[config.mk]
export PLATFORM = sky130hd
export DESIGN_NAME = wwdt_top
export DESIGN_NICKNAME = d
export VERILOG_FILES = /design/src/rtl/wwdt_pkg.sv /design/src/rtl/wwdt_tick_gen.sv /design/src/rtl/wwdt_counter.sv /design/src/rtl/wwdt_cfg_regs.sv /design/src/rtl/wwdt_top.sv
export SDC_FILE = /design/constraint.sdc
export NUM_CORES = 1
export LEC_CHECK = 0
export BUFFER_PORTS_ARGS = -buffer_cell sky130_fd_sc_hd__buf_2
export CAP_MARGIN = 30
export CELL_PAD_IN_SITES_DETAIL_PLACEMENT = 1
export CELL_PAD_IN_SITES_GLOBAL_PLACEMENT = 2
export CORE_MARGIN = 1.5
export CORE_UTILIZATION = 35
export DETAILED_ROUTE_END_ITERATION = 7
export GPL_TIMING_DRIVEN = 1
export MAX_ROUTING_LAYER = met4
export PLACE_DENSITY = 0.79
export SETUP_SLACK_MARGIN = 0.3
export SLEW_MARGIN = 20
export SYNTH_ARGS = -nofsm -noshare
export SYNTH_HDL_FRONTEND = slang
export SYNTH_HIERARCHICAL = 1
export SYNTH_SLANG_ARGS = --single-unit
[constraint.sdc]
create_clock -name clk -period 3.3 [get_ports clk]
set_input_delay 0.66 -clock clk [delete_from_list [all_inputs] [get_ports clk]]
set_output_delay 0.66 -clock clk [all_outputs]
set_load 0.02 [all_outputs]
[src/rtl/wwdt_pkg.sv]
package wwdt_pkg;

    typedef enum logic [1:0] {
        ST_OFF  = 2'd0,
        ST_RUN  = 2'd1,
        ST_FIRE = 2'd2
    } wd_state_e;

    localparam logic [1:0] A_CTRL = 2'd0;
    localparam logic [1:0] A_CFG  = 2'd1;
    localparam logic [1:0] A_STAT = 2'd2;

endpackage

[src/rtl/wwdt_tick_gen.sv]
module wwdt_tick_gen #(
    parameter int BASE_LOG2 = 12,
    parameter int SEL_W     = 2
) (
    input  logic             clk,
    input  logic             rst_n,
    input  logic             run,
    input  logic [SEL_W-1:0] sel,
    output logic             tick
);
    localparam int PRE_W = (1 << SEL_W) - 1;

    logic [BASE_LOG2-1:0] base_q;
    logic [PRE_W-1:0]     pre_q;
    logic [PRE_W-1:0]     mask;
    logic                 base_tick;

    always_comb begin
        mask      = PRE_W'((32'd1 << sel) - 32'd1);
        base_tick = run && (&base_q);
        tick      = base_tick && ((pre_q & mask) == mask);
    end

    always_ff @(posedge clk) begin
        if (!rst_n || !run) begin
            base_q <= '0;
            pre_q  <= '0;
        end else begin
            base_q <= base_q + 1'b1;
            if (base_tick) begin
                pre_q <= pre_q + 1'b1;
            end
        end
    end

endmodule

[src/rtl/wwdt_counter.sv]
module wwdt_counter #(
    parameter int CNT_W = 7
) (
    input  logic             clk,
    input  logic             rst_n,
    input  logic             clear,
    input  logic             load,
    input  logic [CNT_W-1:0] load_val,
    input  logic             dec,
    output logic [CNT_W-1:0] cnt
);
    always_ff @(posedge clk) begin
        if (!rst_n || clear) begin
            cnt <= '1;
        end else if (load) begin
            cnt <= load_val;
        end else if (dec) begin
            cnt <= cnt - 1'b1;
        end
    end

endmodule

[src/rtl/wwdt_cfg_regs.sv]
module wwdt_cfg_regs #(
    parameter int CNT_W = 7,
    parameter int SEL_W = 2
) (
    input  logic             clk,
    input  logic             rst_n,
    input  logic             clear,
    input  logic             cfg_we,
    input  logic [CNT_W-1:0] win_in,
    input  logic [SEL_W-1:0] sel_in,
    input  logic             ie_in,
    input  logic             flag_set,
    input  logic             flag_clr,
    output logic [CNT_W-1:0] win,
    output logic [SEL_W-1:0] sel,
    output logic             ie,
    output logic             flag
);
    always_ff @(posedge clk) begin
        if (!rst_n || clear) begin
            win <= '1;
            sel <= '0;
            ie  <= 1'b0;
        end else if (cfg_we) begin
            win <= win_in;
            sel <= sel_in;
            ie  <= ie_in;
        end
    end

    always_ff @(posedge clk) begin
        if (!rst_n || clear) begin
            flag <= 1'b0;
        end else if (flag_set) begin
            flag <= 1'b1;
        end else if (flag_clr) begin
            flag <= 1'b0;
        end
    end

endmodule

[src/rtl/wwdt_top.sv]
module wwdt_top
    import wwdt_pkg::*;
#(
    parameter int CNT_W     = 7,
    parameter int BASE_LOG2 = 12
) (
    input  logic                         clk,
    input  logic                         rst_n,
    input  logic [1:0]                   addr,
    input  logic                         wr_en,
    input  logic [CNT_W+2:0]             wdata,
    output logic [CNT_W+2:0]             rdata,
    output logic                         reset_req,
    output logic                         irq
);
    localparam int SEL_W  = 2;
    localparam int REG_W  = CNT_W + SEL_W + 1;
    localparam int EN_BIT = CNT_W;
    localparam int IE_BIT = CNT_W + SEL_W;
    localparam logic [CNT_W-1:0] CNT_FLOOR = CNT_W'(1 << (CNT_W - 1));
    localparam logic [CNT_W-1:0] CNT_WARN  = CNT_FLOOR + 1'b1;

    wd_state_e        state_q, state_d;
    logic [CNT_W-1:0] cnt_q, win_q, new_val;
    logic [SEL_W-1:0] sel_q;
    logic             ie_q, flag_q, tick;
    logic             wr_ctrl, wr_cfg, wr_stat, en_req, val_ok, early, at_floor;
    logic             active, firing, load, dec, warn_set, flag_clr;

    // register port decode
    always_comb begin
        wr_ctrl  = wr_en && (addr == A_CTRL);
        wr_cfg   = wr_en && (addr == A_CFG);
        wr_stat  = wr_en && (addr == A_STAT);
        new_val  = wdata[CNT_W-1:0];
        en_req   = wr_ctrl && wdata[EN_BIT];
        val_ok   = new_val[CNT_W-1];
        early    = cnt_q > win_q;
        at_floor = (cnt_q == CNT_FLOOR);
    end

    // next-state logic
    always_comb begin
        state_d = state_q;
        unique case (state_q)
            ST_OFF: begin
                if (en_req) begin
                    state_d = val_ok ? ST_RUN : ST_FIRE;   // arm / arm-fault
                end
            end
            ST_RUN: begin
                if (en_req) begin
                    state_d = (early || !val_ok) ? ST_FIRE : ST_RUN; // reload / reload-fault
                end else if (tick && at_floor) begin
                    state_d = ST_FIRE;                     // expire
                end
            end
            ST_FIRE: state_d = ST_OFF;                     // recover
            default: state_d = ST_OFF;
        endcase
    end

    // state register
    always_ff @(posedge clk) begin
        if (!rst_n) begin
            state_q <= ST_OFF;
        end else begin
            state_q <= state_d;
        end
    end

    // outputs and datapath controls
    always_comb begin
        active    = (state_q == ST_RUN);
        firing    = (state_q == ST_FIRE);
        reset_req = firing;
        irq       = flag_q && active;
        load      = en_req && val_ok && ((state_q == ST_OFF) || (active && !early));
        dec       = active && tick && !en_req && !at_floor;
        warn_set  = dec && (cnt_q == CNT_WARN) && ie_q;
        flag_clr  = wr_stat && !wdata[0];
    end

    always_comb begin
        case (addr)
            A_CTRL:  rdata = REG_W'({active, cnt_q});
            A_CFG:   rdata = {ie_q, sel_q, win_q};
            A_STAT:  rdata = REG_W'(flag_q);
            default: rdata = '0;
        endcase
    end

    wwdt_tick_gen #(
        .BASE_LOG2 (BASE_LOG2),
        .SEL_W     (SEL_W)
    ) u_tick (
        .clk   (clk),
        .rst_n (rst_n),
        .run   (active),
        .sel   (sel_q),
        .tick  (tick)
    );

    wwdt_counter #(
        .CNT_W (CNT_W)
    ) u_cnt (
        .clk      (clk),
        .rst_n    (rst_n),
        .clear    (firing),
        .load     (load),
        .load_val (new_val),
        .dec      (dec),
        .cnt      (cnt_q)
    );

    wwdt_cfg_regs #(
        .CNT_W (CNT_W),
        .SEL_W (SEL_W)
    ) u_cfg (
        .clk      (clk),
        .rst_n    (rst_n),
        .clear    (firing),
        .cfg_we   (wr_cfg),
        .win_in   (wdata[CNT_W-1:0]),
        .sel_in   (wdata[IE_BIT-1:CNT_W]),
        .ie_in    (wdata[IE_BIT]),
        .flag_set (warn_set),
        .flag_clr (flag_clr),
        .win      (win_q),
        .sel      (sel_q),
        .ie       (ie_q),
        .flag     (flag_q)
    );

endmodule

# Yosys cells after proc, flatten, opt, wreduce, memory -nomap -nowiden
# Cells that the tools add are included.
[word_totals] ff_bits=35 in_bits=15 wordCells=69
[op_classes] addsub=4 n_lt_le_gt_ge=1 eq_ne=9 shift=1 mux=11 bitwise_logic=1 reduce_logical=34
[ops] operator="$pmux W10 S3" count=1
[ops] operator="$logic_and A1 B1 Y1" count=17
[ops] operator="$eq A7 B7 Y1 const B" count=2
[ops] operator="$mux W7" count=2
[ops] operator="$add A12 B1 Y12 const B" count=1
[ops] operator="$reduce_and A12 Y1" count=1
[ops] operator="$mux W2" count=5
[ops] operator="$gt A7 B7 Y1" count=1
[ops] operator="$logic_not A1 Y1" count=7
[ops] operator="$sub A7 B1 Y7 const B" count=1
[ops] operator="$eq A2 B1 Y1 const B" count=2
[ops] operator="$eq A2 B2 Y1 const B" count=2
[ops] operator="$logic_not A2 Y1" count=2
[ops] operator="$logic_or A1 B1 Y1" count=4
[ops] operator="$pmux W2 S2" count=1
[ops] operator="$reduce_bool A2 Y1" count=2
[ops] operator="$add A3 B1 Y3 const B" count=1
[ops] operator="$and A3 B3 Y3" count=1
[ops] operator="$eq A3 B3 Y1" count=1
[ops] operator="$ne A3 B3 Y1 const B" count=1
[ops] operator="$shl A1 B2 Y3 const A" count=1
[ops] operator="$sub A3 B1 Y3 const B" count=1
[ops] operator="$mux W1" count=2
[ops] operator="$ne A2 B2 Y1 const B" count=1
[ops] operator="$reduce_and A2 Y1" count=1

# Longest topological paths before layout
# Gate-level depths: netlist of run 1.
[depth] depth_word=11 depth_mapped=11 ltp_nobuf=11

# Modules after synthesis
# Netlist of run 1, hierarchy kept.
[modules_own_cells] module="wwdt_tick_gen" n_inst=1 cells_each=78 area_per_inst_um2=694.4 seq_area_each_um2=300.3
[modules_own_cells] module="wwdt_top" n_inst=1 cells_each=75 area_per_inst_um2=554.3 seq_area_each_um2=40.0
[modules_own_cells] module="wwdt_cfg_regs" n_inst=1 cells_each=37 area_per_inst_um2=402.9 seq_area_each_um2=220.2
[modules_own_cells] module="wwdt_counter" n_inst=1 cells_each=43 area_per_inst_um2=392.9 seq_area_each_um2=140.1

# Worst setup path before layout of run 1
# Ideal clock, no wire load.
[synth_timing] path_type="reg-to-reg" start="register u_tick.base_q[0]" end="register u_cnt.cnt[5]" arrival_time_ns=2.407 required_ns=3.176 path_slack_ns=0.769 stages_incl_launch_ff=11 n_path_buf=0 path_cell_list="dfxtp_1 ha_1 nand3_2 nor4_2 o211a_1 nand2_1 a31oi_1 nand2b_1 o31a_1 o31ai_1 nand2_1"
[synth_via] elab_chain_cells=7
[synth_lines] item="from (decl)" line_no="wwdt_tick_gen.sv:13" rtl="logic [BASE_LOG2-1:0] base_q;"
[synth_lines] item="from (signal assigned)" line_no="wwdt_tick_gen.sv:29" rtl="base_q <= base_q + 1'b1;"
[synth_lines] item="$reduce_and A12 Y1" line_no="wwdt_tick_gen.sv:20" rtl="base_tick = run && (&base_q);"
[synth_lines] item="$logic_and A1 B1 Y1" line_no="wwdt_tick_gen.sv:20"
[synth_lines] item="$logic_and A1 B1 Y1" line_no="wwdt_tick_gen.sv:21" rtl="tick = base_tick && ((pre_q & mask) == mask);"
[synth_lines] item="net tick" line_no="wwdt_top.sv:26" rtl="logic ie_q, flag_q, tick;"
[synth_lines] item="$logic_and A1 B1 Y1 (3 in a row)" line_no="wwdt_top.sv:79" rtl="dec = active && tick && !en_req && !at_floor;"
[synth_lines] item="net dec" line_no="wwdt_top.sv:28" rtl="logic active, firing, load, dec, warn_set, flag_clr;"
[synth_lines] item="$reduce_bool A2 Y1 (no line)"
[synth_lines] item="to (signal assigned)" line_no="wwdt_counter.sv:16" rtl="cnt <= load_val;"
[synth_lines] item="to (signal assigned)" line_no="wwdt_counter.sv:18" rtl="cnt <= cnt - 1'b1;"
[synth_lines] item="to (decl)" line_no="wwdt_counter.sv:10" rtl="output logic [CNT_W-1:0] cnt"
# The timed path passes the listed nets, and every way through them passes these cells.
# A chain may end at the register's enable or synchronous reset.

# Worst setup path in the final report of run 1
[layout_timing] start="register u_tick.base_q[0]" end="register u_cnt.cnt[3]"
# The elaborated chain is that of the path after synthesis.

==> results of run 1 <==
-- power groups by stage --
stage | combinational (mW) | sequential, mW | clock, mW
2_1_floorplan | 0.0590 | 0.443 | 0
6_report | 0.0861 | 0.436 | 0.304
4_1_cts | 0.0883 | 0.436 | 0.320
5_1_grt | 0.0977 | 0.437 | 0.341
3_3_place_gp | 0.0869 | 0.445 | 0
3_5_place_dp | 0.0878 | 0.446 | 0
-- critical path, cell delays in order (launching register included) --
cell and delay, ns:
dfxtp_1 0.39, ha_1 0.22, nand3_2 0.22, nor4_4 0.42, o211a_1 0.24, nand2_1 0.10
a31oi_4 0.27, nor4b_2 0.30, xor2_1 0.11, mux2i_1 0.15, nand2_1 0.09
-- metrics by stage --
step | hold WS, ns | cells | total power [mW] | area (um2) | worst slack [ns]
finish | 0.484 | 332 | 0.826 | 2340 | 0.625
global route | 0.508 | 332 | 0.876 | 2340 | 0.353
floorplan | 0.440 | 233 | 0.502 | 2040 | 0.769
detailed placement | 0.474 | 324 | 0.533 | 2220 | 0.335
global placement | 0.458 | 324 | 0.532 | 2220 | 0.445
CTS | 0.494 | 332 | 0.844 | 2310 | 0.379
-- registers in the layout, summed over array words and instances (netlist names) --
signal,cells
u_cfg/sel,2
u_cfg/ie,1
u_tick/base_q,12
u_tick/pre_q,3
u_cfg/flag,1
u_cfg/win,7
u_cnt/cnt,7
state_q,2
-- final cells by class --
class	count	area (um2)	area share
multi-input combinational	178	1280	0.549
sequential	35	701	0.300
tap	72	90.1	0.0386
inverter	13	48.8	0.0209
timing repair buffer	26	130	0.0557
clock buffer	5	68.8	0.0295
clock inverter	3	15.0	0.00643
-- cells by family (layout without fill, tap and decap cells) --
kind of cell / count (synthesis) / in the layout / synth area share
flip-flops: 35 / 35 / 0.343
AO/OA/AOI/OAI: 36 / 36 / 0.121
adder cells (fa/ha/maj): 10 / 10 / 0.0612
AND/OR/NAND/NOR: 100 / 100 / 0.279
XOR/XNOR: 8 / 8 / 0.0343
buffers and inverters: 20 / 47 / 0.0447
multiplexers: 24 / 24 / 0.118
-- final timing paths --
path                                  end  slack, ns  cells past startpoint
max             u_cnt/cnt[3]$_SDFFE_PP1P_       0.63                     10
min          u_tick/pre_q[2]$_SDFFE_PP0P_       0.48                      2
max reg2reg     u_cnt/cnt[3]$_SDFFE_PP1P_       0.63                     10
min reg2reg  u_tick/pre_q[2]$_SDFFE_PP0P_       0.48                      2
-- per-layer routing --
metal / share of wire / vias to the layer above / GRT usage / wire length (um)
met4: 0.0085 / 0 / 0.0474 / 42
met1: 0.50 / 808 / 0.239 / 2480
met5: 0 / - / - / 0
met3: 0.036 / 4 / 0.0366 / 178
met2: 0.45 / 32 / 0.282 / 2230
li1: - / 869 / - / -
-- Yosys cell counts (2+ instances only) --
cell type / number / area (um2)
nand2b_1: 7 / 43.8
or4_1: 2 / 15.0
and4bb_2: 2 / 25.0
nor2b_1: 7 / 43.8
and2_1: 6 / 37.5
o21ai_0: 7 / 35.0
nand2_1: 28 / 105
o211ai_1: 2 / 15.0
nor2_1: 19 / 71.3
a21oi_1: 11 / 55.1
mux2i_1: 24 / 240
or3_1: 4 / 25.0
xnor2_1: 4 / 35.0
buf_4: 2 / 15.0
o21ai_1: 3 / 15.0
dfxtp_1: 35 / 701
nand3b_1: 2 / 15.0
nor4_1: 2 / 12.5
xor2_1: 4 / 35.0
o31ai_1: 3 / 22.5
nand4_1: 5 / 31.3
clkbuf_1: 3 / 11.3
ha_1: 10 / 125
inv_1: 13 / 48.8
nand3_1: 5 / 25.0
==> results.md, run 1 <==
- Total track usage: 0.181
- Netlist Area Pre-Place: 2040 um2
- CP Capture Type: register
- Crit Path Category: register to register
- Sw frac: 0.264
- Post-route ant nets: 0
- First-pass GRT wire length: 8570 um
- Power Density: 354 nW/um2
- Hold Crit Class: register to register
- Sw Pwr: 218 uW
- CORE AREA: 5570 um2
- Max Buffers Root-to-Sink: 2
- N_diodes: 0
- Syn nets: 258
- Drt drc: 0
- Clock sink count: 35
- Fmax: 0.374 GHz
- Fin. max-slew vios: 0
- Vias in the first global route: 1749
- Syn_area_per_cell: 8.77 um2
- CTS tree: done
- Final core utilization: 0.419
- Starting Density: 0.367
- Area of the die: 6310 um2
- Layout Skew: 0.00314 ns
- Hold-fix buffers, CTS: 0
- Top_reg_cell synth: dfxtp_1
- Die H: 79.4 um
- Via count: 1713
- # IOs: 27
- FILL cells: 688
- Internal power: 608 uW
- Largest net degree at the start of global routing: 14
- Static leakage: 0.982 nW
- Total wire length: 4920 um
- Final Hold Viols: 0
- Fin crit share: 0.811
- Rows: 27
- Crit-path max FO: 9
- Nets: 284
- Worst-path clk slew: 0.07 ns
- Global placer's final weighted congestion: 0.790
- Worst vdd ir: 163 uV
- Sequential element share of the synthesized area: 0.343
- Logic pwr share: 0.104
- Synth cell types: 48
- CP required: 3.43 ns
- Outcome: finished, final reports clean
- RSZ-0062 raised after global routing: false
- Clock Power Share: 0.368
- Htree depth: 2
- EDFF count, synth: 0
- Most frequent cells in the layout: dfxtp_1 (35), nand2_1 (28), buf_2 (26)
- Synth Warn #: 6
- Setup bufs post-CTS: 0
- Setup_tns: 0 ns
- Seq cells post-synth: 35
- CTS resizes: 1
- WL/cell: 14.8 um
- Reg-to-Reg Start: u_tick/base_q[0]$_SDFF_PP0_
- CTS Buf Count: 5
- Width of the die: 79.4 um
- Later-pin clock latency in the skew report: 0.28 ns
- Hold_sp: u_tick/pre_q[2]$_SDFFE_PP0P_
- CP arrival: 2.81 ns
- Layout area overhead: 14.3%
- Most common cell after layout, fill and taps aside: dfxtp_1
- Max-cap violations: 0
- DRT iter0 DRCs: 45
- I/O Buffers: 26
- Initial antenna violation count: 0
- 1st-pass router iterations: 4
- DPL Wire Length: 3680 um
- Worst-margin pin slew: 0.725 ns
- Share of synthesized registers carrying an async set or reset: 0
- Via density per instance: 5.16
- Final min period: 2.67 ns
- Seq pwr share: 0.527
- Crit. Startpoint: u_tick/base_q[0]$_SDFF_PP0_
- Share of cells above drive strength 1: 0.181
- Total gr overflow: 0
- Worst slew margin: 0.516
- # setup viols final: 0
- Clock tree root driver cell: clkbuf_8
- Setup crit start kind: register
- Mapped Cells: 233
Note: power is estimated with default switching activity, not from simulation.
==> inputs of run 2 (changes only) <==
==> constraint.sdc (replaced) <==
create_clock -name clk -period 2.6 [get_ports clk]
set_input_delay 0.52 -clock clk [delete_from_list [all_inputs] [get_ports clk]]
set_output_delay 0.52 -clock clk [all_outputs]
set_load 0.02 [all_outputs]
==> results.md, run 2 (synthesized netlist as in run 1, its figures left out) <==
- Outcome: finished, final reports clean (unchanged)
- Later-pin clock latency in the skew report: 0.29 ns (was 0.28 ns)
- CTS tree: done (unchanged)
- Hold_sp: state_q[1]$_SDFFE_PN0P_ (was u_tick/pre_q[2]$_SDFFE_PP0P_)
- RSZ-0062 raised after global routing: true (was false)
- Final Hold Viols: 0 (unchanged)
- Crit-path max FO: 4 (was 9)
- Clock tree root driver cell: clkbuf_8 (unchanged)
- CP Capture Type: register (unchanged)
- CTS Buf Count: 5 (unchanged)
- Hold Crit Class: register to register (unchanged)
- First-pass GRT wire length: 8760 um (was 8570 um)
- # IOs: 27 (unchanged)
- Cell Area, Placed: 2330 um2 (was 2220 um2)
- # setup viols final: 0 (unchanged)
- Share of cells above drive strength 1: 0.281 (was 0.181)
- Clock sink count: 35 (unchanged)
- Width of the die: 79.4 um (unchanged)
- Total wire length: 5280 um (was 4920 um)
- Post-route ant nets: 0 (unchanged)
- CP required: 2.75 ns (was 3.43 ns)
- Total gr overflow: 0 (unchanged)
- Final std cells w/o fill: 350 (was 332)
- Layout area overhead: 24.8% (was 14.3%)
- Worst vdd ir: 283 uV (was 163 uV)
- Top flop regs: u_tick/base_q (12), u_cfg/win (7), u_cnt/cnt (7) (unchanged)
- Final core utilization: 0.458 (was 0.419)
- Nets: 302 (was 284)
- Fin. max-slew vios: 0 (unchanged)
- Max-cap violations: 0 (unchanged)
- Starting Density: 0.367 (unchanged)
- Static leakage: 1.10 nW (was 0.982 nW)
- DRT iter0 DRCs: 70 (was 45)
- WL/cell: 15.1 um (was 14.8 um)
- Dpl cells: 335 (was 324)
- Largest register by flop count: u_tick/base_q (unchanged)
- Final instance area: 2550 um2 (was 2340 um2)
- I/O Buffers: 26 (unchanged)
- Vias in the first global route: 1824 (was 1749)
- DPL Wire Length: 3870 um (was 3680 um)
- Most common cell after layout, fill and taps aside: nand2_1 (was dfxtp_1)
- Drt drc: 0 (unchanged)
- 1st-pass router iterations: 4 (unchanged)
- Layout Skew: 0.00875 ns (was 0.00314 ns)
- Worst-margin pin slew: 0.623 ns (was 0.725 ns)
- Power Density: 436 nW/um2 (was 354 nW/um2)
- Rows: 27 (unchanged)
- Most frequent cells in the layout: nand2_1 (27), buf_2 (26), dfxtp_1 (26) (was dfxtp_1 (35), nand2_1 (28), buf_2 (26))
- Crit Path Category: register to register (unchanged)
- Hold_ws: 0.445 ns (was 0.484 ns)
- Crit. Startpoint: u_tick/base_q[1]$_SDFF_PP0_ (was u_tick/base_q[0]$_SDFF_PP0_)
- Reg-to-Reg Start: u_tick/base_q[1]$_SDFF_PP0_ (was u_tick/base_q[0]$_SDFF_PP0_)
- Fmax: 0.441 GHz (was 0.374 GHz)
- CP arrival: 2.41 ns (was 2.81 ns)
- Via count: 1783 (was 1713)
- Global placer's final weighted congestion: 0.834 (was 0.790)
- Worst slew margin: 0.584 (was 0.516)
- Fin crit share: 0.873 (was 0.811)
- Die H: 79.4 um (unchanged)
- Largest net degree at the start of global routing: 13 (was 14)
- Setup crit start kind: register (unchanged)
- Final min period: 2.27 ns (was 2.67 ns)
- N_diodes: 0 (unchanged)
- Setup_tns: 0 ns (unchanged)
- Max Buffers Root-to-Sink: 2 (unchanged)
- Htree depth: 2 (unchanged)
- Area of the die: 6310 um2 (unchanged)
- Worst-path clk slew: 0.07 ns (about the same)
- Via density per instance: 5.09 (was 5.16)
- Initial antenna violation count: 0 (unchanged)
- CORE AREA: 5570 um2 (unchanged)
- Total track usage: 0.187 (was 0.181)
- Number of flip-flops in the largest register: 12 (unchanged)
- Hold-fix buffers, CTS: 0 (unchanged)
-- run 2: worst max-delay path: stages, from the launching register on --
cell      delay, ns
dfxtp_4        0.37
ha_4           0.15
nand3_4        0.09
nor4_4         0.31
o211a_1        0.23
nand2_2        0.08
a31oi_4        0.20
nand2b_1       0.11
o31a_1         0.26
o31ai_2        0.25
nand2_1        0.09
-- run 2: repair_timing --
action                     in CTS  in global routing
resized for setup               5                 15
pin swaps                       1                  6
setup endpoints to repair       2                  5
buffers inserted                2                  5
-- run 2: path summary, 6_finish.rpt --
kind,end,slack (ns),depth (start not counted)
min,state_q[1]$_SDFFE_PN0P_,0.45,1
min reg2reg,state_q[1]$_SDFFE_PN0P_,0.45,1
max reg2reg,u_cnt/cnt[5]$_SDFFE_PP1P_,0.33,10
max,u_cnt/cnt[5]$_SDFFE_PP1P_,0.33,10
-- run 2: per-stage QoR --
step / setup WS (ns) / total power, mW
after floorplan: 0.339 / 0.638
after global placement: 0.317 / 0.682
after detailed placement: 0.192 / 0.684
after CTS: 0.310 / 1.13
after global routing: 0.187 / 1.16
final: 0.331 / 1.11
-- run 2: final cells by class --
class | count | area [um2]
fillers | 696 | 3020
inverters | 13 | 48.8
well taps | 72 | 90.1
multi-input cells | 178 | 1330
flip-flops and latches | 35 | 717
clock buffers | 8 | 100
repair buffers | 44 | 265
-- run 2: power by group --
group | internal (mW) | leakage (nW) | total [mW] | switching [mW]
Sequential | 0.542 | 0.288 | 0.550 | 0.00830
Clock | 0.242 | 0.0515 | 0.441 | 0.199
Combinational | 0.0506 | 0.761 | 0.121 | 0.0702
Total | 0.835 | 1.10 | 1.11 | 0.278
-- run 2: per-layer routing --
layer,wire length [um],vias up,track usage
met2,2430,27,0.294
met4,74,0,0.0579
li1,-,912,-
met5,0,-,-
met3,177,5,0.0366
met1,2600,839,0.242
==> inputs of run 3 (changes only) <==
--- a/config.mk
+++ b/config.mk
@@ -14,7 +14,7 @@
 export DETAILED_ROUTE_END_ITERATION = 7
 export GPL_TIMING_DRIVEN = 1
 export MAX_ROUTING_LAYER = met4
-export PLACE_DENSITY = 0.79
+export PLACE_DENSITY_LB_ADDON = 0.1
 export SETUP_SLACK_MARGIN = 0.3
 export SLEW_MARGIN = 20
 export SYNTH_ARGS = -nofsm -noshare
==> results.md, run 3 (synthesized netlist as in run 1, its figures left out) <==
- Outcome: finished, final reports clean (unchanged)
- Hold Path End: u_tick/base_q[0]$_SDFF_PP0_ (was state_q[1]$_SDFFE_PN0P_)
- Final min period: 2.19 ns (was 2.27 ns)
- I/O Buffers: 26 (unchanged)
- CP dominant cell by count: nand2_2
- Most common cell after layout, fill and taps aside: dfxtp_1 (was nand2_1)
- Htree depth: 2 (unchanged)
- Hold Path Stages: 1 (unchanged)
- Top flop regs: u_tick/base_q (12), u_cfg/win (7), u_cnt/cnt (7) (unchanged)
- Via density per instance: 5.09 (about the same)
- # setup viols final: 0 (unchanged)
- N_diodes: 0 (unchanged)
- Later-pin clock latency in the skew report: 0.29 ns (about the same)
- Total gr overflow: 0 (unchanged)
- CTS tree: done (unchanged)
- # IOs: 27 (unchanged)
- Hold Crit Class: register to register (unchanged)
- Total track usage: 0.179 (was 0.187)
- CP Cell Sequence: nand2b_4 > inv_2 > nand2_2 > nor4_4 > o211a_1 > nand2_2 > a31oi_4 > nand2b_1 > o31a_1 > o31ai_1 > nand2_1 (was ha_4 > nand3_4 > nor4_4 > o211a_1 > nand2_2 > a31oi_4 > nand2b_1 > o31a_1 > o31ai_2 > nand2_1)
- Reg-to-Reg Start: state_q[1]$_SDFFE_PN0P_ (was u_tick/base_q[1]$_SDFF_PP0_)
- Power Density: 435 nW/um2 (was 436 nW/um2)
- Hold_sp: u_tick/base_q[0]$_SDFF_PP0_ (was state_q[1]$_SDFFE_PN0P_)
- Worst vdd ir: 216 uV (was 283 uV)
- WL/cell: 14.6 um (was 15.1 um)
- Area of the die: 6310 um2 (unchanged)
- Static leakage: 1.09 nW (was 1.10 nW)
- Fin crit share: 0.842 (was 0.873)
- Initial antenna violation count: 0 (unchanged)
- Number of flip-flops in the largest register: 12 (unchanged)
- Clock tree root driver cell: clkbuf_8 (unchanged)
- Width of the die: 79.4 um (unchanged)
- Largest net degree at the start of global routing: 13 (unchanged)
- Clock sink count: 35 (unchanged)
- Starting Density: 0.367 (unchanged)
- CP Capture Type: register (unchanged)
- R2R cell count: 11 (was 10)
- First-pass GRT wire length: 8430 um (was 8760 um)
- Max stage delay cell, worst path: dfxtp_4 (unchanged)
- Crit Path Category: register to register (unchanged)
- Worst-path clk slew: 0.07 ns (about the same)
- Layout area overhead: 24.8% (unchanged)
- End of the worst register-to-register path: u_cnt/cnt[5]$_SDFFE_PP1P_ (unchanged)
- DPL Wire Length: 3910 um (was 3870 um)
- CTS Buf Count: 5 (unchanged)
- Crit-path max FO: 4 (unchanged)
- Total wire length: 5170 um (was 5280 um)
- RSZ-0062 raised after global routing: true (unchanged)
- Share of cells above drive strength 1: 0.287 (was 0.281)
- Worst slew margin: 0.541 (was 0.584)
- R2r setup slk: 0.41 ns (was 0.33 ns)
- CORE AREA: 5570 um2 (unchanged)
- 1st-pass router iterations: 4 (unchanged)
- Fmax: 0.457 GHz (was 0.441 GHz)
- Worst path max stage delay: 0.34 ns (was 0.37 ns)
- Via count: 1802 (was 1783)
- Worst-margin pin slew: 0.687 ns (was 0.623 ns)
- Setup_tns: 0 ns (unchanged)
- Largest register by flop count: u_tick/base_q (unchanged)
- Die H: 79.4 um (unchanged)
- Layout Skew: 0.00466 ns (was 0.00875 ns)
- Most frequent cells in the layout: dfxtp_1 (28), nand2_1 (26), buf_2 (26) (was nand2_1 (27), buf_2 (26), dfxtp_1 (26))
- Max-cap violations: 0 (unchanged)
- Cell family with most CP delay: compound AO/OA/AOI/OAI gates (unchanged)
- Vias in the first global route: 1729 (was 1824)
- Drt drc: 0 (unchanged)
- CP required: 2.75 ns (about the same)
- CP arrival: 2.34 ns (was 2.41 ns)
- Post-route ant nets: 0 (unchanged)
- Hold_ws: 0.450 ns (was 0.445 ns)
- Hold-fix buffers, CTS: 0 (unchanged)
- Setup crit start kind: register (unchanged)
- Fin. max-slew vios: 0 (unchanged)
- Rows: 27 (unchanged)
- DRT iter0 DRCs: 37 (was 70)
- Max Buffers Root-to-Sink: 2 (unchanged)
- Final Hold Viols: 0 (unchanged)
- CP Buf/Inv Count: 1 (was 0)
- Nets: 306 (was 302)
- Global placer's final weighted congestion: 0.785 (was 0.834)
run 3: layout make-up:
class                   instances  area (um2)
fillers                       697        3020
inverters                      13        48.8
repair buffers                 48         299
flip-flops and latches         35         712
clock buffers                   8         100
well taps                      72        90.1
multi-input cells             178        1300
run 3: worst max-delay path by stage:
stage                                           start                        end  slack, ns  depth (start not counted)
after floorplan               state_q[1]$_SDFFE_PN0P_  u_cnt/cnt[5]$_SDFFE_PP1P_       0.34                         11
after global placement        state_q[1]$_SDFFE_PN0P_  u_cnt/cnt[5]$_SDFFE_PP1P_       0.24                         11
after detailed placement      state_q[1]$_SDFFE_PN0P_  u_cnt/cnt[5]$_SDFFE_PP1P_       0.13                         11
after CTS                 u_tick/base_q[0]$_SDFF_PP0_  u_cnt/cnt[5]$_SDFFE_PP1P_       0.30                         10
after global routing          state_q[1]$_SDFFE_PN0P_  u_cnt/cnt[4]$_SDFFE_PP1P_       0.27                         12
final                         state_q[1]$_SDFFE_PN0P_  u_cnt/cnt[5]$_SDFFE_PP1P_       0.41                         11
run 3: metrics by stage:
step	cells	area, um2	power [mW]	setup slack, ns	util
global placement	337	2340	0.685	0.239	0.420
CTS	348	2470	1.13	0.301	0.443
floorplan	233	2070	0.638	0.339	-
finish	354	2550	1.11	0.412	0.458
detailed placement	337	2340	0.686	0.132	0.420
global route	354	2550	1.17	0.271	0.458
run 3: power by group:
part	switching (mW)	total, mW	internal, mW
clock network	0.193	0.435	0.242
registers	0.00750	0.551	0.543
logic	0.0716	0.123	0.0514
total	0.272	1.11	0.837
run 3: layer usage:
| metal | vias up | global-route usage | wire length [um] |
|---|---|---|---|
| li1 | 917 | - | - |
| met3 | 9 | 0.0366 | 110 |
| met5 | - | - | 0 |
| met2 | 17 | 0.304 | 2550 |
| met4 | 0 | 0.0667 | 108 |
| met1 | 859 | 0.208 | 2410 |
run 3: timing repair:
| item | in CTS | in global routing |
|---|---|---|
| buffers inserted | 3 | 6 |
| gates resized for setup | 3 | 14 |
| cloned | 0 | 0 |
| pin swaps | 2 | 3 |
| setup endpoints to repair | 4 | 5 |
